==> src/rtl/hrpwm_pkg.sv <==
package hrpwm_pkg;

    typedef enum logic [1:0] {
        ADDR_CTRL   = 2'd0,
        ADDR_PERIOD = 2'd1,
        ADDR_WIDTH  = 2'd2,
        ADDR_COMMIT = 2'd3
    } hrpwm_addr_e;

    typedef enum logic {
        CM_IDLE = 1'b0,
        CM_PEND = 1'b1
    } commit_state_e;

    typedef enum logic [2:0] {
        WV_OFF  = 3'd0,
        WV_ZERO = 3'd1,
        WV_HIGH = 3'd2,
        WV_LOW  = 3'd3,
        WV_FULL = 3'd4
    } wave_state_e;

    localparam int CTRL_EN_BIT   = 0;
    localparam int CTRL_EXT_BIT  = 1;
    localparam int CTRL_LEAD_LSB = 2;

endpackage

==> src/rtl/hrpwm_evt_sync.sv <==
module hrpwm_evt_sync (
    input  logic clk,
    input  logic rst_n,
    input  logic evt_in,
    output logic evt_rise
);
    // two synchroniser flops followed by one edge-history flop
    logic [2:0] pipe_q;

    always_ff @(posedge clk or negedge rst_n) begin
        if (!rst_n) begin
            pipe_q <= '0;
        end else begin
            pipe_q <= {pipe_q[1:0], evt_in};
        end
    end

    assign evt_rise = pipe_q[1] & ~pipe_q[2];
endmodule

==> src/rtl/hrpwm_regfile.sv <==
module hrpwm_regfile
    import hrpwm_pkg::*;
#(
    parameter int COARSE_W = 20,
    parameter int FINE_W   = 5,
    parameter int DATA_W   = 32
) (
    input  logic                clk,
    input  logic                rst_n,
    input  logic                wr_en,
    input  logic [1:0]          wr_addr,
    input  logic [DATA_W-1:0]   wr_data,
    input  logic                evt_rise,
    input  logic                boundary,
    output logic                commit_now,
    output commit_state_e       cm_state,
    output logic                shd_en,
    output logic [FINE_W-1:0]   shd_lead,
    output logic [COARSE_W-1:0] shd_period,
    output logic [COARSE_W-1:0] shd_wc,
    output logic [FINE_W-1:0]   shd_wf,
    output logic                act_en,
    output logic [FINE_W-1:0]   act_lead,
    output logic [COARSE_W-1:0] act_period,
    output logic [COARSE_W-1:0] act_wc,
    output logic [FINE_W-1:0]   act_wf
);
    localparam int WIDTH_MSB = FINE_W + COARSE_W - 1;

    logic          shd_ext;
    logic          commit_req;
    commit_state_e cm_next;

    // shadow set: the only target of software writes
    always_ff @(posedge clk or negedge rst_n) begin
        if (!rst_n) begin
            shd_en     <= 1'b0;
            shd_ext    <= 1'b0;
            shd_lead   <= '0;
            shd_period <= '0;
            shd_wc     <= '0;
            shd_wf     <= '0;
        end else if (wr_en) begin
            unique case (hrpwm_addr_e'(wr_addr))
                ADDR_CTRL: begin
                    shd_en   <= wr_data[CTRL_EN_BIT];
                    shd_ext  <= wr_data[CTRL_EXT_BIT];
                    shd_lead <= wr_data[CTRL_LEAD_LSB +: FINE_W];
                end
                ADDR_PERIOD: shd_period <= wr_data[COARSE_W-1:0];
                ADDR_WIDTH: begin
                    shd_wf <= wr_data[FINE_W-1:0];
                    shd_wc <= wr_data[WIDTH_MSB:FINE_W];
                end
                ADDR_COMMIT: ;
                default: ;
            endcase
        end
    end

    // the request source is picked by the mode bit software is writing now
    assign commit_req = shd_ext ? evt_rise
                                : (wr_en && (hrpwm_addr_e'(wr_addr) == ADDR_COMMIT));

    // commit machine: state register
    always_ff @(posedge clk or negedge rst_n) begin
        if (!rst_n) begin
            cm_state <= CM_IDLE;
        end else begin
            cm_state <= cm_next;
        end
    end

    // commit machine: transitions and outputs
    always_comb begin
        cm_next    = cm_state;
        commit_now = 1'b0;
        unique case (cm_state)
            CM_IDLE: begin
                if (commit_req && boundary) begin
                    commit_now = 1'b1;
                end else if (commit_req) begin
                    cm_next = CM_PEND;
                end
            end
            CM_PEND: begin
                if (boundary) begin
                    commit_now = 1'b1;
                    cm_next    = CM_IDLE;
                end
            end
            default: cm_next = CM_IDLE;
        endcase
    end

    // active set: copied from shadow only at a period boundary
    always_ff @(posedge clk or negedge rst_n) begin
        if (!rst_n) begin
            act_en     <= 1'b0;
            act_lead   <= '0;
            act_period <= '0;
            act_wc     <= '0;
            act_wf     <= '0;
        end else if (commit_now) begin
            act_en     <= shd_en;
            act_lead   <= shd_lead;
            act_period <= shd_period;
            act_wc     <= shd_wc;
            act_wf     <= shd_wf;
        end
    end
endmodule

==> src/rtl/hrpwm_wave.sv <==
module hrpwm_wave
    import hrpwm_pkg::*;
#(
    parameter int COARSE_W = 20,
    parameter int FINE_W   = 5
) (
    input  logic                clk,
    input  logic                rst_n,
    input  logic                act_en,
    input  logic [COARSE_W-1:0] act_period,
    input  logic                nxt_en,
    input  logic [FINE_W-1:0]   nxt_lead,
    input  logic [COARSE_W-1:0] nxt_period,
    input  logic [COARSE_W-1:0] nxt_wc,
    input  logic [FINE_W-1:0]   nxt_wf,
    output logic [COARSE_W-1:0] cnt_q,
    output logic [COARSE_W-1:0] last_c,
    output logic                boundary,
    output wave_state_e         wv_state,
    output logic                pwm_gate,
    output logic [FINE_W-1:0]   fine_rise,
    output logic [FINE_W-1:0]   fine_fall
);
    localparam logic [COARSE_W-1:0] ONE = COARSE_W'(1);

    logic [COARSE_W-1:0] act_len;
    logic [COARSE_W-1:0] nxt_len;
    logic [COARSE_W-1:0] cnt_nxt;
    wave_state_e         wv_next;
    logic                gate_nxt;
    logic [FINE_W-1:0]   rise_nxt;
    logic [FINE_W-1:0]   fall_nxt;

    // a period of zero behaves as a one-cycle period
    assign act_len  = (act_period == '0) ? ONE : act_period;
    assign nxt_len  = (nxt_period == '0) ? ONE : nxt_period;
    assign last_c   = act_len - ONE;
    assign boundary = !act_en || (cnt_q == last_c);
    assign cnt_nxt  = boundary ? '0 : (cnt_q + ONE);

    always_ff @(posedge clk or negedge rst_n) begin
        if (!rst_n) begin
            cnt_q <= '0;
        end else begin
            cnt_q <= cnt_nxt;
        end
    end

    // wave machine: next state from next count and next active set
    always_comb begin
        if (!nxt_en) begin
            wv_next = WV_OFF;
        end else if (nxt_wc == '0) begin
            wv_next = WV_ZERO;
        end else if (nxt_wc >= nxt_len) begin
            wv_next = WV_FULL;
        end else if (cnt_nxt < nxt_wc) begin
            wv_next = WV_HIGH;
        end else begin
            wv_next = WV_LOW;
        end
    end

    // wave machine: state register
    always_ff @(posedge clk or negedge rst_n) begin
        if (!rst_n) begin
            wv_state <= WV_OFF;
        end else begin
            wv_state <= wv_next;
        end
    end

    // wave machine: output decode, registered with the state
    always_comb begin
        gate_nxt = 1'b0;
        rise_nxt = '0;
        fall_nxt = '0;
        unique case (wv_next)
            WV_OFF:  ;
            WV_ZERO: ;
            WV_FULL: gate_nxt = 1'b1;
            WV_HIGH: begin
                gate_nxt = 1'b1;
                rise_nxt = nxt_lead;
                fall_nxt = nxt_wf;
            end
            WV_LOW: begin
                rise_nxt = nxt_lead;
                fall_nxt = nxt_wf;
            end
            default: ;
        endcase
    end

    always_ff @(posedge clk or negedge rst_n) begin
        if (!rst_n) begin
            pwm_gate  <= 1'b0;
            fine_rise <= '0;
            fine_fall <= '0;
        end else begin
            pwm_gate  <= gate_nxt;
            fine_rise <= rise_nxt;
            fine_fall <= fall_nxt;
        end
    end
endmodule

==> src/rtl/hrpwm_channel.sv <==
module hrpwm_channel
    import hrpwm_pkg::*;
#(
    parameter int COARSE_W = 20,
    parameter int FINE_W   = 5,
    parameter int DATA_W   = 32
) (
    input  logic              clk,
    input  logic              rst_n,
    input  logic              wr_en,
    input  logic [1:0]        wr_addr,
    input  logic [DATA_W-1:0] wr_data,
    input  logic              ext_commit,
    output logic              pwm_gate,
    output logic [FINE_W-1:0] fine_rise,
    output logic [FINE_W-1:0] fine_fall
);
    logic                evt_rise;
    logic                boundary;
    logic                commit_now;
    commit_state_e       cm_state;
    wave_state_e         wv_state;
    logic [COARSE_W-1:0] cnt_q;
    logic [COARSE_W-1:0] last_c;

    logic                shd_en,     act_en,     nxt_en;
    logic [FINE_W-1:0]   shd_lead,   act_lead,   nxt_lead;
    logic [COARSE_W-1:0] shd_period, act_period, nxt_period;
    logic [COARSE_W-1:0] shd_wc,     act_wc,     nxt_wc;
    logic [FINE_W-1:0]   shd_wf,     act_wf,     nxt_wf;

    hrpwm_evt_sync u_sync (
        .clk      (clk),
        .rst_n    (rst_n),
        .evt_in   (ext_commit),
        .evt_rise (evt_rise)
    );

    hrpwm_regfile #(
        .COARSE_W (COARSE_W),
        .FINE_W   (FINE_W),
        .DATA_W   (DATA_W)
    ) u_regs (
        .clk        (clk),
        .rst_n      (rst_n),
        .wr_en      (wr_en),
        .wr_addr    (wr_addr),
        .wr_data    (wr_data),
        .evt_rise   (evt_rise),
        .boundary   (boundary),
        .commit_now (commit_now),
        .cm_state   (cm_state),
        .shd_en     (shd_en),
        .shd_lead   (shd_lead),
        .shd_period (shd_period),
        .shd_wc     (shd_wc),
        .shd_wf     (shd_wf),
        .act_en     (act_en),
        .act_lead   (act_lead),
        .act_period (act_period),
        .act_wc     (act_wc),
        .act_wf     (act_wf)
    );

    // the set in force after this clock edge
    assign nxt_en     = commit_now ? shd_en     : act_en;
    assign nxt_lead   = commit_now ? shd_lead   : act_lead;
    assign nxt_period = commit_now ? shd_period : act_period;
    assign nxt_wc     = commit_now ? shd_wc     : act_wc;
    assign nxt_wf     = commit_now ? shd_wf     : act_wf;

    hrpwm_wave #(
        .COARSE_W (COARSE_W),
        .FINE_W   (FINE_W)
    ) u_wave (
        .clk        (clk),
        .rst_n      (rst_n),
        .act_en     (act_en),
        .act_period (act_period),
        .nxt_en     (nxt_en),
        .nxt_lead   (nxt_lead),
        .nxt_period (nxt_period),
        .nxt_wc     (nxt_wc),
        .nxt_wf     (nxt_wf),
        .cnt_q      (cnt_q),
        .last_c     (last_c),
        .boundary   (boundary),
        .wv_state   (wv_state),
        .pwm_gate   (pwm_gate),
        .fine_rise  (fine_rise),
        .fine_fall  (fine_fall)
    );
endmodule

==> config.mk <==
export PLATFORM = sky130hd
export DESIGN_NAME = hrpwm_channel
export DESIGN_NICKNAME = d
export VERILOG_FILES = /design/src/rtl/hrpwm_pkg.sv /design/src/rtl/hrpwm_evt_sync.sv /design/src/rtl/hrpwm_regfile.sv /design/src/rtl/hrpwm_wave.sv /design/src/rtl/hrpwm_channel.sv
export SDC_FILE = /design/constraint.sdc
export NUM_CORES = 1
export LEC_CHECK = 0
export BUFFER_PORTS_ARGS = -buffer_cell sky130_fd_sc_hd__buf_2
export CORE_ASPECT_RATIO = 0.6
export CORE_MARGIN = 4
export CORE_UTILIZATION = 60
export CTS_BUF_LIST = sky130_fd_sc_hd__clkbuf_8 sky130_fd_sc_hd__clkbuf_16
export DETAILED_ROUTE_END_ITERATION = 8
export GPL_ROUTABILITY_DRIVEN = 1
export PLACE_DENSITY = 0.79
export SLEW_MARGIN = 20
export SYNTH_ARGS = -nofsm -noshare
export SYNTH_HDL_FRONTEND = slang
export SYNTH_SLANG_ARGS = --single-unit
==> constraint.sdc <==
create_clock -name clk -period 12.94 [get_ports clk]
set_input_delay 1.294 -clock clk [delete_from_list [all_inputs] [get_ports clk]]
set_output_delay 1.294 -clock clk [all_outputs]
set_load 0.05 [all_outputs]
* After elaboration in Yosys (flattened, before gate mapping)
Cells that the tools add are included. W data, S select, Z words.
Word-level totals: output and inout port bits 11, bits in registers 138, word-level logic and storage cells 67
Cells by class: reduce and logical (&&, ||, !) cells 13, eq/ne operators 7, bitwise gates (word level) 3, multiplexer cells 23, add/sub/neg operators 2, $lt $le $gt $ge 2
Operators by type and width (count):
- $mux W20 | 5
- $logic_not A20 Y1 | 3
- $add A20 B1 Y20 const B | 1
- $eq A20 B20 Y1 | 1
- $ge A20 B20 Y1 | 1
- $lt A20 B20 Y1 | 1
- $mux W5 | 4
- $sub A20 B1 Y20 const B | 1
- $mux W1 | 9
- $mux W3 | 3
- $eq A3 B2 Y1 const B | 2
- $reduce_and A2 Y1 | 3
- $eq A2 B2 Y1 const B | 2
- $pmux W1 S2 | 2
- $reduce_or A2 Y1 | 2
- $eq A3 B3 Y1 const B | 1
- $eq A2 B1 Y1 const B | 1
- $logic_and A1 B1 Y1 | 2
- $logic_not A2 Y1 | 1
- $not A1 Y1 | 2
- $and A1 B1 Y1 | 1
- $logic_not A1 Y1 | 1
- $logic_or A1 B1 Y1 | 1

* Depth between registers and ports, before layout
Gate-level depths: netlist of the first run.
word-level depth 18, depth in mapped cells 29, depth with buffers taken out 23

* By module
Synthesis of the first run repeated with hierarchy kept, for this count alone.
Unflattened totals: cell total of the unflattened synthesis 724, area, all modules 8508.2 um2
Modules (own cells, without submodules):
- hrpwm_regfile | instances 1, area each 3911.3 um2, cells an instance 225, seq. area each 2602.5 um2
- hrpwm_wave | instances 1, area each 3634.7 um2, cells an instance 438, seq. area each 850.8 um2
- hrpwm_channel | instances 1, area each 873.3 um2, cells an instance 57, seq. area each 0.0 um2
- hrpwm_evt_sync | instances 1, area each 88.8 um2, cells an instance 4, seq. area each 75.1 um2

* Worst setup path before layout of the first run
Ideal clock, no wire load.
path kind flip-flop to flip-flop, start point register u_regs.act_period[4], end point register u_wave.fine_fall[0], period minus slack after synthesis 5963 ps, data arrival time 5887 ps, path slack 6977 ps, cell stages (with the launch flop) 27, required time 12864 ps, path through dfrtp_1 > or3_1 > clkbuf_1 > nor3_1 > a21oi_1 > ha_1 > or3b_2 > or4_4 > nor3_1 > xnor2_1 > or4_4 > o41ai_4 > and2_1 > buf_4 > buf_12 > buf_8 > mux2i_1 > ha_1 > nand2b_1 > a21o_1 > a21o_1 > a21oi_1 > o21ai_0 > and3_1 > o22ai_1 > o21ai_1 > nor2b_1
On the way: word-level cells in the longest chain between the ends 18, elaborated cells between the ends (all ways) 27
Ends and longest elaborated chain:
- start: declaration | RTL line hrpwm_regfile.sv:24 | output logic [COARSE_W-1:0] act_period,
- start signal: assignment | RTL line hrpwm_regfile.sv:107 | act_period <= shd_period;
- $logic_not A20 Y1 | RTL line hrpwm_wave.sv:35 | assign act_len = (act_period == '0) ? ONE : act_period;
- $mux W20 | RTL line hrpwm_wave.sv:35
- $sub A20 B1 Y20 | RTL line hrpwm_wave.sv:37 | assign last_c = act_len - ONE;
- $eq A20 B20 Y1 | RTL line hrpwm_wave.sv:38 | assign boundary = !act_en || (cnt_q == last_c);
- $logic_or A1 B1 Y1 | RTL line hrpwm_wave.sv:38
- $logic_and A1 B1 Y1 | RTL line hrpwm_regfile.sv:80 | if (commit_req && boundary) begin
- $mux W1 | RTL line hrpwm_regfile.sv:80
- $pmux W1 S2 | RTL line hrpwm_regfile.sv:78 | unique case (cm_state)
- (+3 left out)
- $ge A20 B20 Y1 | RTL line hrpwm_wave.sv:55 | end else if (nxt_wc >= nxt_len) begin
- $mux W3 | RTL line hrpwm_wave.sv:55
- $mux W3 | RTL line hrpwm_wave.sv:53 | end else if (nxt_wc == '0) begin
- $mux W3 | RTL line hrpwm_wave.sv:51 | if (!nxt_en) begin
- $eq A3 B2 Y1 | RTL line hrpwm_wave.sv:78 | unique case (wv_next)
- $reduce_or A2 Y1 (no line)
- $mux W5 * | RTL line hrpwm_wave.sv:78
- named net u_wave.fall_nxt[0] | RTL line hrpwm_wave.sv:32 | logic [FINE_W-1:0] fall_nxt;
- end signal: assignment | RTL line hrpwm_wave.sv:103 | fine_fall <= fall_nxt;
- end: declaration | RTL line hrpwm_wave.sv:22 | output logic [FINE_W-1:0] fine_fall
The timed path passes the listed nets; every way through them passes the cells marked *. A chain may end at the register's enable or synchronous reset.

* Worst setup path after layout of the first run
start point register u_regs.act_period[14], end point register u_wave.fine_fall[0]
On the way: elaborated cells between the ends (all ways) 27
RTL lines:
- $logic_not A20 Y1 | RTL line hrpwm_wave.sv:35
- $mux W20 * | RTL line hrpwm_wave.sv:35
- $sub A20 B1 Y20 * | RTL line hrpwm_wave.sv:37
- $eq A20 B20 Y1 * | RTL line hrpwm_wave.sv:38
- $logic_or A1 B1 Y1 * | RTL line hrpwm_wave.sv:38
- $logic_and A1 B1 Y1 | RTL line hrpwm_regfile.sv:80
- $mux W1 | RTL line hrpwm_regfile.sv:80
- $pmux W1 S2 * | RTL line hrpwm_regfile.sv:78
- (+1 left out)
- named net nxt_wc[1] | RTL line hrpwm_channel.sv:29 | logic [COARSE_W-1:0] shd_wc, act_wc, nxt_wc;
- (+1 left out)
- $mux W1 | RTL line hrpwm_wave.sv:57 | end else if (cnt_nxt < nxt_wc) begin
- $mux W3 | RTL line hrpwm_wave.sv:55
- $mux W3 * | RTL line hrpwm_wave.sv:53
- $mux W3 * | RTL line hrpwm_wave.sv:51
- $eq A3 B2 Y1 | RTL line hrpwm_wave.sv:78
- $reduce_or A2 Y1 (no line) *
- $mux W5 * | RTL line hrpwm_wave.sv:78
- named net u_wave.fall_nxt[0] | RTL line hrpwm_wave.sv:32
Marked as above.

==> results_dict.tcl, run 1 <==
set metrics [dict create \
    synth_ff_type "dfrtp_1" \
    synth_area_per_cell_um2 11.17 \
    rsz0062_at_grt "no" \
    crit_type "reg -> reg" \
    ys_ff_latch 138 \
    numClockSinks 138 \
    die_height_um 93.07 \
    insertion_delay_ns 0.42 \
    start_util_pct 62.80 \
    tightest_slew_ns 1.117 \
    ff2ff_path_depth 23 \
    dpl-instance-area_um2 7533 \
    maxCapViolCount 0 \
    rrSetupSlack_ns 4.96 \
    post_cts_resize_count 0 \
    arrival_ns 8.31 \
    first_global_vias 5271 \
    cts_setup_buffers 0 \
    core_um2 11520 \
    cts_tree "built" \
    num_io_pins 49 \
    slew_violations 0 \
    synthToLayoutAreaGrowth_pct 11.79 \
    vias_per_cell 6.167 \
    grt_pass1_wl_um 29230 \
    power_density_nw_per_um2 125.1 \
    cts_buffers 17 \
    relSlewSlack_pct 25.33 \
    p_leak_nw 4.010 \
    finalCritPeriodShare_pct 61.68 \
    yosysMostFrequentCell "dfrtp_1" \
    root_buffer "clkbuf_16" \
    postRouteAntennaNets 0 \
    rows 30 \
    p_clk_share_pct 45.4 \
    ir_worst_vdd_mv 0.08991 \
    crit_fanout 35 \
    diodes 0 \
    cts_max_level 4 \
    routed_wl_um 18640 \
    power_frac_seq_pct 49.1 \
    drc 0 \
    yosys.area.top_type "dfrtp_1" \
    antenna_found_initial 0 \
    end_kind "flip-flop" \
    synth-edff-count 0 \
    hold_viol_final 0 \
    port_buffers 41 \
    finClkSkew_ns 0.01469 \
    via_count 5322 \
    worst_path_largest_cell_delay_ns 0.70 \
    hold_class "reg -> reg" \
    internal_power_mw 0.7461 \
    wl_per_cell_um 21.60 \
    p_switching_mw 0.2656 \
    fin_tns_setup_ns 0 \
    cts.path.max_buffers 2 \
    final_layout_size_suffix_gt1_share_pct 20.63 \
    async_flop_share_pct 100.0 \
    dieArea_um2 13940 \
    start_kind "flip-flop" \
    worstPathCellList "or4_1, nor3_1, a21oi_1, ha_1, or3b_2, or4_4, nor3_1, xnor2_1, or4_4, o41ai_4, and2_2, buf_4, mux2i_1, inv_1, ha_1, a21o_1, a21o_1, a21oi_1, o21ai_0, and3_1, o22ai_1, o21ai_1, nor2b_1" \
    worstHoldStart "u_sync.pipe_q[0]" \
    timing.rr.end "u_wave.fine_fall[0]" \
    design_area_um2 8090 \
    hpwl_um 13660 \
    fin_crit_ns 7.982 \
    synth_warnings 0 \
    grt_use_total_pct 28.01 \
    die_w_um 149.8 \
    synth_area_leaders "dfrtp_1, mux2_2, ha_1, mux2i_1, xnor2_1" \
    nets 769 \
    status "finished clean" \
    drtPass1Iterations 5 \
    fmax_ghz 0.1253 \
    n_fill_cell 811 \
    swShare_pct 26.25 \
    hold_depth 0 \
    synth_commonest_cells "dfrtp_1, mux2_2, nor2_1" \
    cpMaxStageDelayCell "and2_2" \
    hold_buffers 0 \
    drtIter0Drc 422 \
    cp_data_required_time_ns 13.27 \
    clk_pin_slew_ns 0.06 \
    synthCells 648 \
    syn-num-nets 727 \
    comb_power_share_pct 5.5 \
    gp_congestion 0.9571 \
    holdPathEnd "u_sync.pipe_q[1]" \
    synth_top_area_share_pct 47.72 \
    syn_area_um2 7237 \
    ys_seq_area_share_pct 47.72 \
    rr_startpoint "u_regs.act_period[14]" \
    grt-ovfl-total 0 \
    setup_viol 0 \
    grt_max_degree 78 \
    synthDistinctLibCells 52 \
]
[through the flow]
step / utilization [%] / hold WS [ns] / cells / setup slack [ns] / total power, mW
final: 70.21 / 0.3620 / 863 / 4.958 / 1.012
after global routing: 70.21 / 0.3781 / 863 / 4.636 / 1.043
after CTS: 70.21 / 0.3650 / 863 / 5.096 / 1.014
after detailed placement: 65.37 / 0.3497 / 831 / 5.267 / 0.5590
after global placement: 65.37 / 0.3340 / 831 / 5.396 / 0.5540
after floorplan: - / 0.3312 / 648 / 6.977 / 0.5215
[worst max-delay path by stage]
stage | start | endpoint | depth (start not counted)
2_1_floorplan | u_regs.act_period[4] | u_wave.fine_fall[0] | 26
3_3_place_gp | u_regs.act_period[14] | u_wave.fine_fall[2] | 23
3_5_place_dp | u_regs.act_period[14] | u_wave.fine_fall[0] | 23
4_1_cts | u_regs.act_period[14] | u_wave.fine_fall[0] | 23
5_1_grt | u_regs.act_period[14] | u_wave.fine_fall[0] | 23
6_report | u_regs.act_period[14] | u_wave.fine_fall[0] | 23
[cell type report]
class | instances | area, µm² | share of cell area (%)
tap | 160 | 200.2 | 2.474
sequential | 138 | 3453 | 42.68
clock inverter | 15 | 131.4 | 1.624
clock buffer | 17 | 425.4 | 5.258
inverter | 44 | 165.2 | 2.041
multi-input combinational | 442 | 3458 | 42.75
timing repair buffer | 47 | 256.5 | 3.170
[metal layers]
| metal | wire [µm] | GRT usage [%] | vias up |
|---|---|---|---|
| met4 | 226 | 7.915 | 0 |
| met5 | 0 | 0 | - |
| met1 | 8528 | 41.29 | 2680 |
| met3 | 1808 | 9.443 | 19 |
| met2 | 8074 | 39.40 | 219 |
| li1 | - | - | 2404 |
[flip-flops by register name, summed over array words and instances, names as in the netlist, 3 cells and up]
name,flops
u_regs.act_period,20
u_regs.act_wc,20
u_regs.shd_period,20
u_regs.shd_wc,20
u_wave.cnt_q,20
u_regs.act_lead,5
u_regs.act_wf,5
u_regs.shd_lead,5
u_regs.shd_wf,5
u_wave.fine_fall,5
u_wave.fine_rise,5
u_sync.pipe_q,3
[worst max-delay path: cells and delay by family, from the launching register on]
family                   cells  cell delay, ns
AO/OA/AOI/OAI                8            2.20
XOR/XNOR                     1            0.12
adder cells (fa/ha/maj)      2            0.57
buffers and inverters        2            0.65
flip-flops                   1            0.56
multiplexers                 1            0.34
AND/OR/NAND/NOR              9            3.42
[kinds of logic after synthesis]
kind of cell	count (synthesis)	synth area share (%)
and+or+nand+nor	178	13.02
DFF	138	47.72
muxes	105	15.65
AOI/OAI and AO/OA	78	7.175
buffers and inverters	68	4.512
adders and majority gates	41	7.088
xor gates and xnor gates	40	4.841
[power groups by stage]
stage / Sequential (mW) / Combinational, mW / Clock, mW
after floorplan: 0.487 / 0.0349 / 0
after global placement: 0.502 / 0.0524 / 0
after detailed placement: 0.504 / 0.0555 / 0
after CTS: 0.496 / 0.0564 / 0.462
after global routing: 0.499 / 0.0615 / 0.482
final: 0.497 / 0.0554 / 0.459
[cell usage in the layout, fill, tap and decap left out, drive strengths merged, types with 17 or more instances in the layout]
| cell | synthesis | final |
|---|---|---|
| nor3 | 17 | 17 |
| o21ai | 19 | 19 |
| nand3 | 21 | 21 |
| nor2 | 45 | 45 |
| a21oi | 20 | 20 |
| mux2 | 65 | 65 |
| xnor2 | 23 | 23 |
| dfrtp | 138 | 138 |
| clkbuf | 15 | 17 |
| mux2i | 40 | 40 |
| inv | 44 | 53 |
| xor2 | 17 | 17 |
| a21o | 17 | 17 |
| nor4 | 25 | 25 |
| buf | 9 | 47 |
| ha | 41 | 41 |
No activity file was read; power rests on OpenSTA's default activity.
==> run 2: changes to the inputs <==
- clock period: 12.94 -> 8.12 ns (I/O delays scaled with it)
==> run 2 against run 1 <==
Net effect: sequential power up 60%; non-clock buffer count rose by 2; register-to-register slack got worse by 4.2 ns; via count up 2.0%; clock skew is 0.0023 ns lower; count of clock-buffer cells in the layout grew 1; final area rose by 0.87%; largest power group unchanged; critical path depth is 1 lower; global-route usage fell by 0.12 points; utilization is 0.61 points higher.
==> results_dict.tcl, run 2 (synthesis results as in run 1) <==
set metrics [dict create \
    grt_use_total_pct 27.89 \
    root_buffer "clkbuf_16" \
    final_layout_size_suffix_gt1_share_pct 20.99 \
    multi_input_area_um2 3458 \
    clk_pin_slew_ns 0.07 \
    grt-ovfl-total 0 \
    routed_wl_um 18880 \
    drc 0 \
    hpwl_um 14080 \
    instances_no_fill 865 \
    core_um2 11520 \
    via_count 5430 \
    tightest_slew_ns 0.9505 \
    finClkSkew_ns 0.01241 \
    worstPathCellList "or4_1, nor3_1, a21oi_1, ha_1, or3b_2, or4_4, nor3_1, xnor2_1, or4_4, o41ai_4, and2_2, buf_12, mux2i_1, ha_1, a21o_1, a21oi_1, nor2b_1, o21ai_0, o2111ai_1, o22ai_1, o21ai_1, nor2b_1" \
    utilization_pct 70.81 \
    diodes 0 \
    hold_buffers 0 \
    wl_per_cell_um 21.82 \
    cts_setup_buffers 0 \
    arrival_ns 7.70 \
    port_buffers 41 \
    rsz0062_at_grt "no" \
    use_met2_pct 40.38 \
    comb_power_share_pct 5.4 \
    gp_congestion 0.9705 \
    top_usage_layer "met2" \
    maxCapViolCount 0 \
    grtUsageMet1_pct 40.16 \
    ff2ff_path_depth 22 \
    drtPass1Iterations 7 \
    num_io_pins 49 \
    postRouteAntennaNets 0 \
    regArea_um2 3453 \
    cp_data_required_time_ns 8.45 \
    holdWs_ns 0.3452 \
    cpMaxStageDelayCell "and2_2" \
    setup_viol 0 \
    final_common_cell "dfrtp_1" \
    relSlewSlack_pct 36.21 \
    slew_violations 0 \
    fin_crit_ns 7.368 \
    hold_class "in -> async" \
    fmax_ghz 0.1357 \
    dpl-instance-area_um2 7553 \
    nets 771 \
    crit_type "reg -> reg" \
    die_height_um 93.07 \
    status "finished clean" \
    cts_tree "built" \
    finalCritPeriodShare_pct 90.74 \
    antenna_found_initial 2 \
    ir_worst_vdd_mv 0.1411 \
    power_frac_seq_pct 47.9 \
    p_switching_mw 0.4260 \
    vias_per_cell 6.277 \
    hold_viol_final 0 \
    p_clk_share_pct 46.6 \
    place_inst 832 \
    drtIter0Drc 548 \
    use_met3_pct 9.685 \
    timing.final.ws_setup_ns 0.7522 \
    worst_path_largest_cell_delay_ns 0.66 \
    n_fill_cell 784 \
    place_ws_ns 0.9497 \
    numClockSinks 138 \
    first_global_vias 5382 \
    end_kind "flip-flop" \
    internal_power_mw 1.230 \
    dieArea_um2 13940 \
    crit_fanout 26 \
    post_cts_resize_count 0 \
    power_density_nw_per_um2 202.9 \
    synthToLayoutAreaGrowth_pct 12.76 \
    cts.path.max_buffers 2 \
    grt_pass1_wl_um 29460 \
    start_util_pct 62.80 \
    insertion_delay_ns 0.42 \
    start_kind "flip-flop" \
    design_area_um2 8160 \
    swShare_pct 25.73 \
    p_leak_nw 4.041 \
    fin_tns_setup_ns 0 \
    die_w_um 149.8 \
    cts_buffers 17 \
    cts_max_level 4 \
    final_cell_mix "dfrtp_1, mux2_2, nor2_1, inv_1, ha_1" \
    rows 30 \
    finalPower_mw 1.656 \
    grt_max_degree 82 \
]
==> run 2: layout make-up <==
cell class	instances	area share [%]
clock buffers	18	5.382
clock inverters	14	1.871
inverters	44	2.024
multi-input cells	442	42.38
flip-flops and latches	138	42.32
well taps	160	2.453
repair buffers	49	3.573
==> run 2: power groups by stage <==
stage,clock [mW],combinational [mW],sequential (mW)
3_5_place_dp,0,0.0889,0.802
6_report,0.772,0.0897,0.794
4_1_cts,0.776,0.0905,0.790
3_3_place_gp,0,0.0832,0.799
5_1_grt,0.810,0.0990,0.796
2_1_floorplan,0,0.0556,0.775
==> run 2: path summary, 6_finish.rpt <==
check	from	endpoint	slack [ns]
hold reg to reg	u_sync.pipe_q[0]	u_sync.pipe_q[1]	0.35
setup reg to reg	u_regs.act_period[14]	u_wave.fine_fall[4]	0.75
min in group clk	u_sync.pipe_q[0]	u_sync.pipe_q[1]	0.35
hold / removal	rst_n	u_regs.act_lead[0]	0.35
max in group asynchronous	rst_n	u_wave.cnt_q[18]	6.68
setup / recovery	u_regs.act_period[14]	u_wave.fine_fall[4]	0.75
==> run 2: metal layers <==
layer  wire length, µm  part of all wire, %
met5                 8                0.042
met4               297                  1.6
met3              2123                   11
met2              8114                   43
met1              8331                   44
==> run 2: critical path, delay by kind of cell (launching register included) <==
family / cells / cell delay, ns
AO/OA/AOI/OAI: 8 / 2.12
XOR/XNOR: 1 / 0.10
adder cells (fa/ha/maj): 2 / 0.60
buffers and inverters: 1 / 0.29
flip-flops: 1 / 0.55
multiplexers: 1 / 0.42
AND/OR/NAND/NOR: 9 / 3.15
